## config.mk

```make
export PLATFORM = sky130hd
export DESIGN_NAME = fsk_delay_demod
export DESIGN_NICKNAME = d
export VERILOG_FILES = /design/src/rtl/fskd_pkg.sv /design/src/rtl/fskd_correlator.sv /design/src/rtl/fskd_tick.sv /design/src/rtl/fskd_counter.sv /design/src/rtl/fskd_decide.sv /design/src/rtl/fsk_delay_demod.sv
export SDC_FILE = /design/constraint.sdc
export NUM_CORES = 2
export LEC_CHECK = 0
export ABC_AREA = 1
export BUFFER_PORTS_ARGS = -buffer_cell sky130_fd_sc_hd__buf_2
export CAP_MARGIN = 30
export CORE_MARGIN = 10
export CORE_UTILIZATION = 55
export DETAILED_ROUTE_END_ITERATION = 7
export PLACE_DENSITY = 0.79
export SYNTH_ARGS = -nofsm -noshare
export SYNTH_HDL_FRONTEND = slang
export SYNTH_SLANG_ARGS = --single-unit
export TNS_END_PERCENT = 30
```

## constraint.sdc

```tcl
create_clock -name clk -period 1.62 [get_ports clk]
set_clock_uncertainty 0.15 [all_clocks]
set_input_delay 0.081 -clock clk [delete_from_list [all_inputs] [get_ports clk]]
set_output_delay 0.081 -clock clk [all_outputs]
set_load 0.02 [all_outputs]
```

## src/rtl/fskd_pkg.sv

```systemverilog
package fskd_pkg;

    localparam int LVL_MAX = 32;
    localparam int LVL_MID = 16;
    localparam int LVL_W   = $clog2(LVL_MAX + 1);

    typedef logic [LVL_W-1:0] lvl_t;

    typedef enum logic [1:0] {
        DEC_HOLD = 2'd0,
        DEC_SET  = 2'd1,
        DEC_CLR  = 2'd2
    } dec_e;

    function automatic int ns_to_cycles(input int clk_hz, input int ns);
        return (clk_hz / 1000) * ns / 1000000;
    endfunction

    function automatic lvl_t sat_step(input lvl_t cur, input logic up);
        if (up)
            return (cur < lvl_t'(LVL_MAX)) ? cur + lvl_t'(1) : cur;
        else
            return (cur != '0) ? cur - lvl_t'(1) : cur;
    endfunction

endpackage

```

## src/rtl/fskd_correlator.sv

```systemverilog
module fskd_correlator #(
    parameter int DELAY = 1875
) (
    input  logic clk,
    input  logic rst,
    input  logic din,
    output logic corr
);
    logic s1, s2;
    logic delayed;

    always_ff @(posedge clk) begin
        if (rst) begin
            s1 <= 1'b0;
            s2 <= 1'b0;
        end else begin
            s1 <= din;
            s2 <= s1;
        end
    end

    generate
        if (DELAY <= 1) begin : g_short
            logic tap;
            always_ff @(posedge clk) begin
                if (rst) tap <= 1'b0;
                else     tap <= s2;
            end
            assign delayed = tap;
        end else begin : g_line
            logic [DELAY-1:0] line;
            always_ff @(posedge clk) begin
                if (rst) line <= '0;
                else     line <= {line[DELAY-2:0], s2};
            end
            assign delayed = line[DELAY-1];
        end
    endgenerate

    assign corr = s2 ^ delayed;

endmodule

```

## src/rtl/fskd_tick.sv

```systemverilog
module fskd_tick #(
    parameter int DIV = 1000
) (
    input  logic clk,
    input  logic rst,
    output logic tick
);
    localparam int CW = (DIV > 1) ? $clog2(DIV) : 1;

    logic [CW-1:0] cnt;

    assign tick = (cnt == CW'(DIV - 1));

    always_ff @(posedge clk) begin
        if (rst || tick) cnt <= '0;
        else             cnt <= cnt + CW'(1);
    end

endmodule

```

## src/rtl/fskd_counter.sv

```systemverilog
module fskd_counter
    import fskd_pkg::*;
(
    input  logic clk,
    input  logic rst,
    input  logic tick,
    input  logic corr,
    output lvl_t lvl
);
    always_ff @(posedge clk) begin
        if (rst)       lvl <= '0;
        else if (tick) lvl <= sat_step(lvl, corr);
    end

    p_range_r9: assert property (@(posedge clk) disable iff (rst)
        lvl <= lvl_t'(LVL_MAX));

    p_step_r9: assert property (@(posedge clk) disable iff (rst)
        (lvl == $past(lvl)) || (lvl == $past(lvl) + lvl_t'(1)) || (lvl + lvl_t'(1) == $past(lvl)));

    p_no_move_r3: assert property (@(posedge clk) disable iff (rst)
        !tick |=> $stable(lvl));

    p_sat_hi_r4: assert property (@(posedge clk) disable iff (rst)
        (tick && corr && lvl == lvl_t'(LVL_MAX)) |=> lvl == lvl_t'(LVL_MAX));

    p_sat_lo_r5: assert property (@(posedge clk) disable iff (rst)
        (tick && !corr && lvl == '0) |=> lvl == '0);

endmodule

```

## src/rtl/fskd_decide.sv

```systemverilog
module fskd_decide
    import fskd_pkg::*;
#(
    parameter int HYST = 0
) (
    input  logic clk,
    input  logic rst,
    input  lvl_t lvl,
    output logic bit_out
);
    localparam int   STEP = (HYST == 0) ? 1 : HYST;
    localparam lvl_t HI   = lvl_t'(LVL_MID + STEP);
    localparam lvl_t LO   = lvl_t'(LVL_MID - STEP);

    dec_e dec;

    always_comb begin
        if (lvl >= HI)      dec = DEC_SET;
        else if (lvl <= LO) dec = DEC_CLR;
        else                dec = DEC_HOLD;
    end

    always_ff @(posedge clk) begin
        if (rst) bit_out <= 1'b0;
        else begin
            case (dec)
                DEC_SET:  bit_out <= 1'b1;
                DEC_CLR:  bit_out <= 1'b0;
                default:  bit_out <= bit_out;
            endcase
        end
    end

    p_set_r6_r7: assert property (@(posedge clk) disable iff (rst)
        (lvl >= HI) |=> bit_out);

    p_clr_r6_r7: assert property (@(posedge clk) disable iff (rst)
        (lvl <= LO) |=> !bit_out);

    p_hold_r7: assert property (@(posedge clk) disable iff (rst)
        (lvl > LO && lvl < HI) |=> $stable(bit_out));

endmodule

```

## src/rtl/fsk_delay_demod.sv

```systemverilog
module fsk_delay_demod
    import fskd_pkg::*;
#(
    parameter int CLK_HZ   = 50_000_000,
    parameter int TICK_US  = 20,
    parameter int DELAY_NS = 37_500,
    parameter int HYST     = 0
) (
    input  logic             clk,
    input  logic             rst,
    input  logic             fsk_in,
    output logic             data_out,
    output logic [LVL_W-1:0] level
);
    localparam int DIV   = (CLK_HZ / 1_000_000) * TICK_US;
    localparam int DELAY = ns_to_cycles(CLK_HZ, DELAY_NS);

    logic corr;
    logic tick;
    lvl_t lvl;

    fskd_correlator #(.DELAY(DELAY)) u_corr (
        .clk (clk),
        .rst (rst),
        .din (fsk_in),
        .corr(corr)
    );

    fskd_tick #(.DIV(DIV)) u_tick (
        .clk (clk),
        .rst (rst),
        .tick(tick)
    );

    fskd_counter u_cnt (
        .clk (clk),
        .rst (rst),
        .tick(tick),
        .corr(corr),
        .lvl (lvl)
    );

    fskd_decide #(.HYST(HYST)) u_dec (
        .clk    (clk),
        .rst    (rst),
        .lvl    (lvl),
        .bit_out(data_out)
    );

    assign level = lvl;

    p_reset_r1: assert property (@(posedge clk)
        rst |=> (level == '0) && !data_out);

endmodule

```

==> impl_metrics.env <==
export IMPL_crit_top_cell="nand2_2"
export IMPL_core_sq_mm=0.09671
export IMPL_place_congestion=0.7270
export IMPL_layout_commonest_cell="inv_1"
export IMPL_violations="hold timing, setup timing"
export IMPL_powerDensity_mw_per_mm2=1416
export IMPL_fillerInstances=7115
export IMPL_slew_headroom_pct=63.56
export IMPL_min_period_over_period_pct=104.7
export IMPL_grt_max_degree=109
export IMPL_cpLargestDelayFamily="simple AND/OR/NAND/NOR gates"
export IMPL_startpoint_type="flop"
export IMPL_worstPathMaxFanout=4
export IMPL_utilization_pct=63.51
export IMPL_totalWireLength_microns=73390
export IMPL_drt_iter0_markers=1578
export IMPL_finalSetupViolations=3
export IMPL_clock_latency_ns=0.74
export IMPL_clk_path_buf_depth=3
export IMPL_syn_to_final_growth_pct=14.44
export IMPL_cts_made_buffers=171
export IMPL_fin_crit_ns=1.696
export IMPL_setup_worst_path_end_class="flop"
export IMPL_postPlaceCellArea_sq_mm=0.05540
export IMPL_cts_htree_levels=4
export IMPL_cap_violations=0
export IMPL_final_nets=6079
export IMPL_synthDistinctLibCells=26
export IMPL_overflow=0
export IMPL_io_buffer_count=9
export IMPL_mappedNetlistNets=5996
export IMPL_max_stage_delay_ns=0.36
export IMPL_tritoncts="built"
export IMPL_synth_seq_cells=1894
export IMPL_status="finished with violations"
export IMPL_yosysSeqAreaShare_pct=70.64
export IMPL_grt_pass1_wl_microns=127800
export IMPL_fin_ws_ns=-0.07581
export IMPL_power_leakage_nw=23.76
export IMPL_syn_area_sq_mm=0.05367
export IMPL_clk_pin_slew_worst_paths_ns=0.06
export IMPL_first_global_vias=29930
export IMPL_yosys_warnings=0
export IMPL_vias_per_cell=4.067
export IMPL_synth_edf_count=0
export IMPL_start_util_pct=55.50
export IMPL_cp_slowest_cell="dfxtp_2"
export IMPL_final_cells=7482
export IMPL_tightest_slew_ns=0.5448
export IMPL_synth_ff_type="dfxtp_1"
export IMPL_final_area_sq_mm=0.06142
export IMPL_dieArea_sq_mm=0.1105
export IMPL_cts_sinks=1894
export IMPL_wire_per_inst_microns=9.809
export IMPL_required_ns=2.10
export IMPL_rsz0062_at_grt="true"
export IMPL_holdPathStages=4
export IMPL_crit_arrival_ns=2.18
export IMPL_drive_gt1_share_pct=6.703
export IMPL_rows=114
export IMPL_worstSetupPathType="flop to flop"
export IMPL_drv_slew=0
export IMPL_ant_nets=0
export IMPL_dp_hpwl_microns=37740
export IMPL_die_w_microns=332.4
export IMPL_path_cells="nand2_2 > nand2_4 > nand2_2 > buf_4 > buf_4 > nand3_1 > o21ai_0 > nand2_1 > nand3_2 > nand2_2 > inv_1"
export IMPL_first_pass_iters=5
export IMPL_avgSynthCellArea_sq_um=8.959
export IMPL_holdWs_ns=-0.005320
export IMPL_async_flop_share_pct=0
export IMPL_antenna_found_initial=1
export IMPL_reg2regPathDepth=11
export IMPL_hold_path_class="input pin to flop"
export IMPL_syn_inst=5991
export IMPL_antennaDiodeCount=0
export IMPL_path_buf_inv=3
export IMPL_clock_root_buffer="clkbuf_16"
export IMPL_place_inst=7153
export IMPL_num_io_pins=10
export IMPL_grt_usage_pct=13.06
export IMPL_finalHoldViolCount=7
export IMPL_post_route_drc_count=0
export IMPL_ir_worst_vdd_v=0.0009220
export IMPL_max_clock_freq_mhz=589.7
export IMPL_via_count=30430
export IMPL_path_depth=11
export IMPL_die_h_microns=332.4
export IMPL_mostFrequentLayoutCells="inv_1, nor2_1, dfxtp_1"
routing by layer:
metal | part of all wire (%) | vias up | GRT usage [%]
met5 | 0 | - | 0
li1 | - | 16310 | -
met3 | 3.4 | 135 | 2.791
met4 | 2.2 | 0 | 4.599
met1 | 47 | 13690 | 16.21
met2 | 47 | 299 | 22.28
final cells by class:
type | count | area (sq um) | share of cell area [%]
flip-flops and latches | 1894 | 37930 | 61.76
multi-input cells | 1989 | 7697 | 12.53
inverters | 1899 | 7128 | 11.60
clock buffers | 244 | 4925 | 8.018
well taps | 1276 | 1597 | 2.599
repair buffers | 119 | 1469 | 2.391
clock inverters | 61 | 673.1 | 1.096
sequential cells by signal, indices dropped and copies added, names as in the netlist:
signal and cells:
u_cnt.lvl 6, u_dec.bit_out 1, u_corr.s1 1, u_corr.g_line.line 1875
u_tick.cnt 10, u_corr.s2 1
cell usage after synthesis, types with 2 or more instances:
| cell type | n | area share (%) |
|---|---|---|
| a21oi_1 | 9 | 0.084 |
| buf_2 | 190 | 1.8 |
| clkbuf_1 | 19 | 0.13 |
| dfxtp_1 | 1894 | 71 |
| ha_1 | 2 | 0.047 |
| inv_1 | 1898 | 13 |
| nand2_1 | 39 | 0.27 |
| nand2_2 | 7 | 0.082 |
| nand3_1 | 13 | 0.12 |
| nand4_1 | 3 | 0.035 |
| nor2_1 | 1896 | 13 |
| nor3_1 | 2 | 0.019 |
| o21ai_0 | 6 | 0.056 |
worst reg2reg max path, delay by kind of cell, from the launching register on:
family | cells | cell delay, ns
AO/OA/AOI/OAI | 1 | 0.10
buffers and inverters | 3 | 0.30
flip-flops | 1 | 0.36
AND/OR/NAND/NOR | 7 | 0.67
logic make-up (layout without fill, tap and decap cells):
family	after synthesis	count (layout)	synth area share, %
compound gates	21	21	0.2424
xor+xnor	1	1	0.01632
flops	1894	1894	70.64
simple gates	1965	1965	13.87
fa+ha+maj	2	2	0.04661
buf+inv	2108	2323	15.18
through the flow:
step	hold slack, ns	setup slack [ns]	TNS, ns	power, mW
global route	0.001861	-0.1496	-0.6592	89.90
detailed placement	0.1528	-0.04863	-0.1275	48.63
finish	-0.005320	-0.07581	-0.1769	86.95
CTS	0.08141	-0.02275	-0.07974	87.81
floorplan	0.03797	0.03225	0	48.34
global placement	0.1519	-0.01180	-0.02060	48.62
final timing paths:
kind | start | slack [ns] | endpoint
setup reg to reg | u_corr.g_line.line[1874]$_SDFF_PP0_ | -0.08 | u_cnt.lvl[3]$_SDFFE_PP0P_
hold / removal | rst | -0.005 | u_corr.g_line.line[1015]$_SDFF_PP0_
setup / recovery | u_corr.g_line.line[1874]$_SDFF_PP0_ | -0.08 | u_cnt.lvl[3]$_SDFFE_PP0P_
hold reg to reg | u_corr.g_line.line[1748]$_SDFF_PP0_ | 0.24 | u_corr.g_line.line[1749]$_SDFF_PP0_
power by group:
group / leakage [nW] / switching [mW] / total [mW] / internal (mW)
registers: 15.3 / 0.00903 / 46.6 / 46.6
clock network: 2.77 / 16.6 / 39.3 / 22.7
logic: 5.73 / 0.772 / 1.08 / 0.311
repair_timing:
action,4_1_cts,5_1_grt
pin swaps,5,7
setup buffers,5,5
hold buffers,4,10
gates resized for setup,33,23
hold endpoints to repair,1892,26
setup endpoints to repair,12,10
Note: power is estimated with default switching activity, not from simulation.
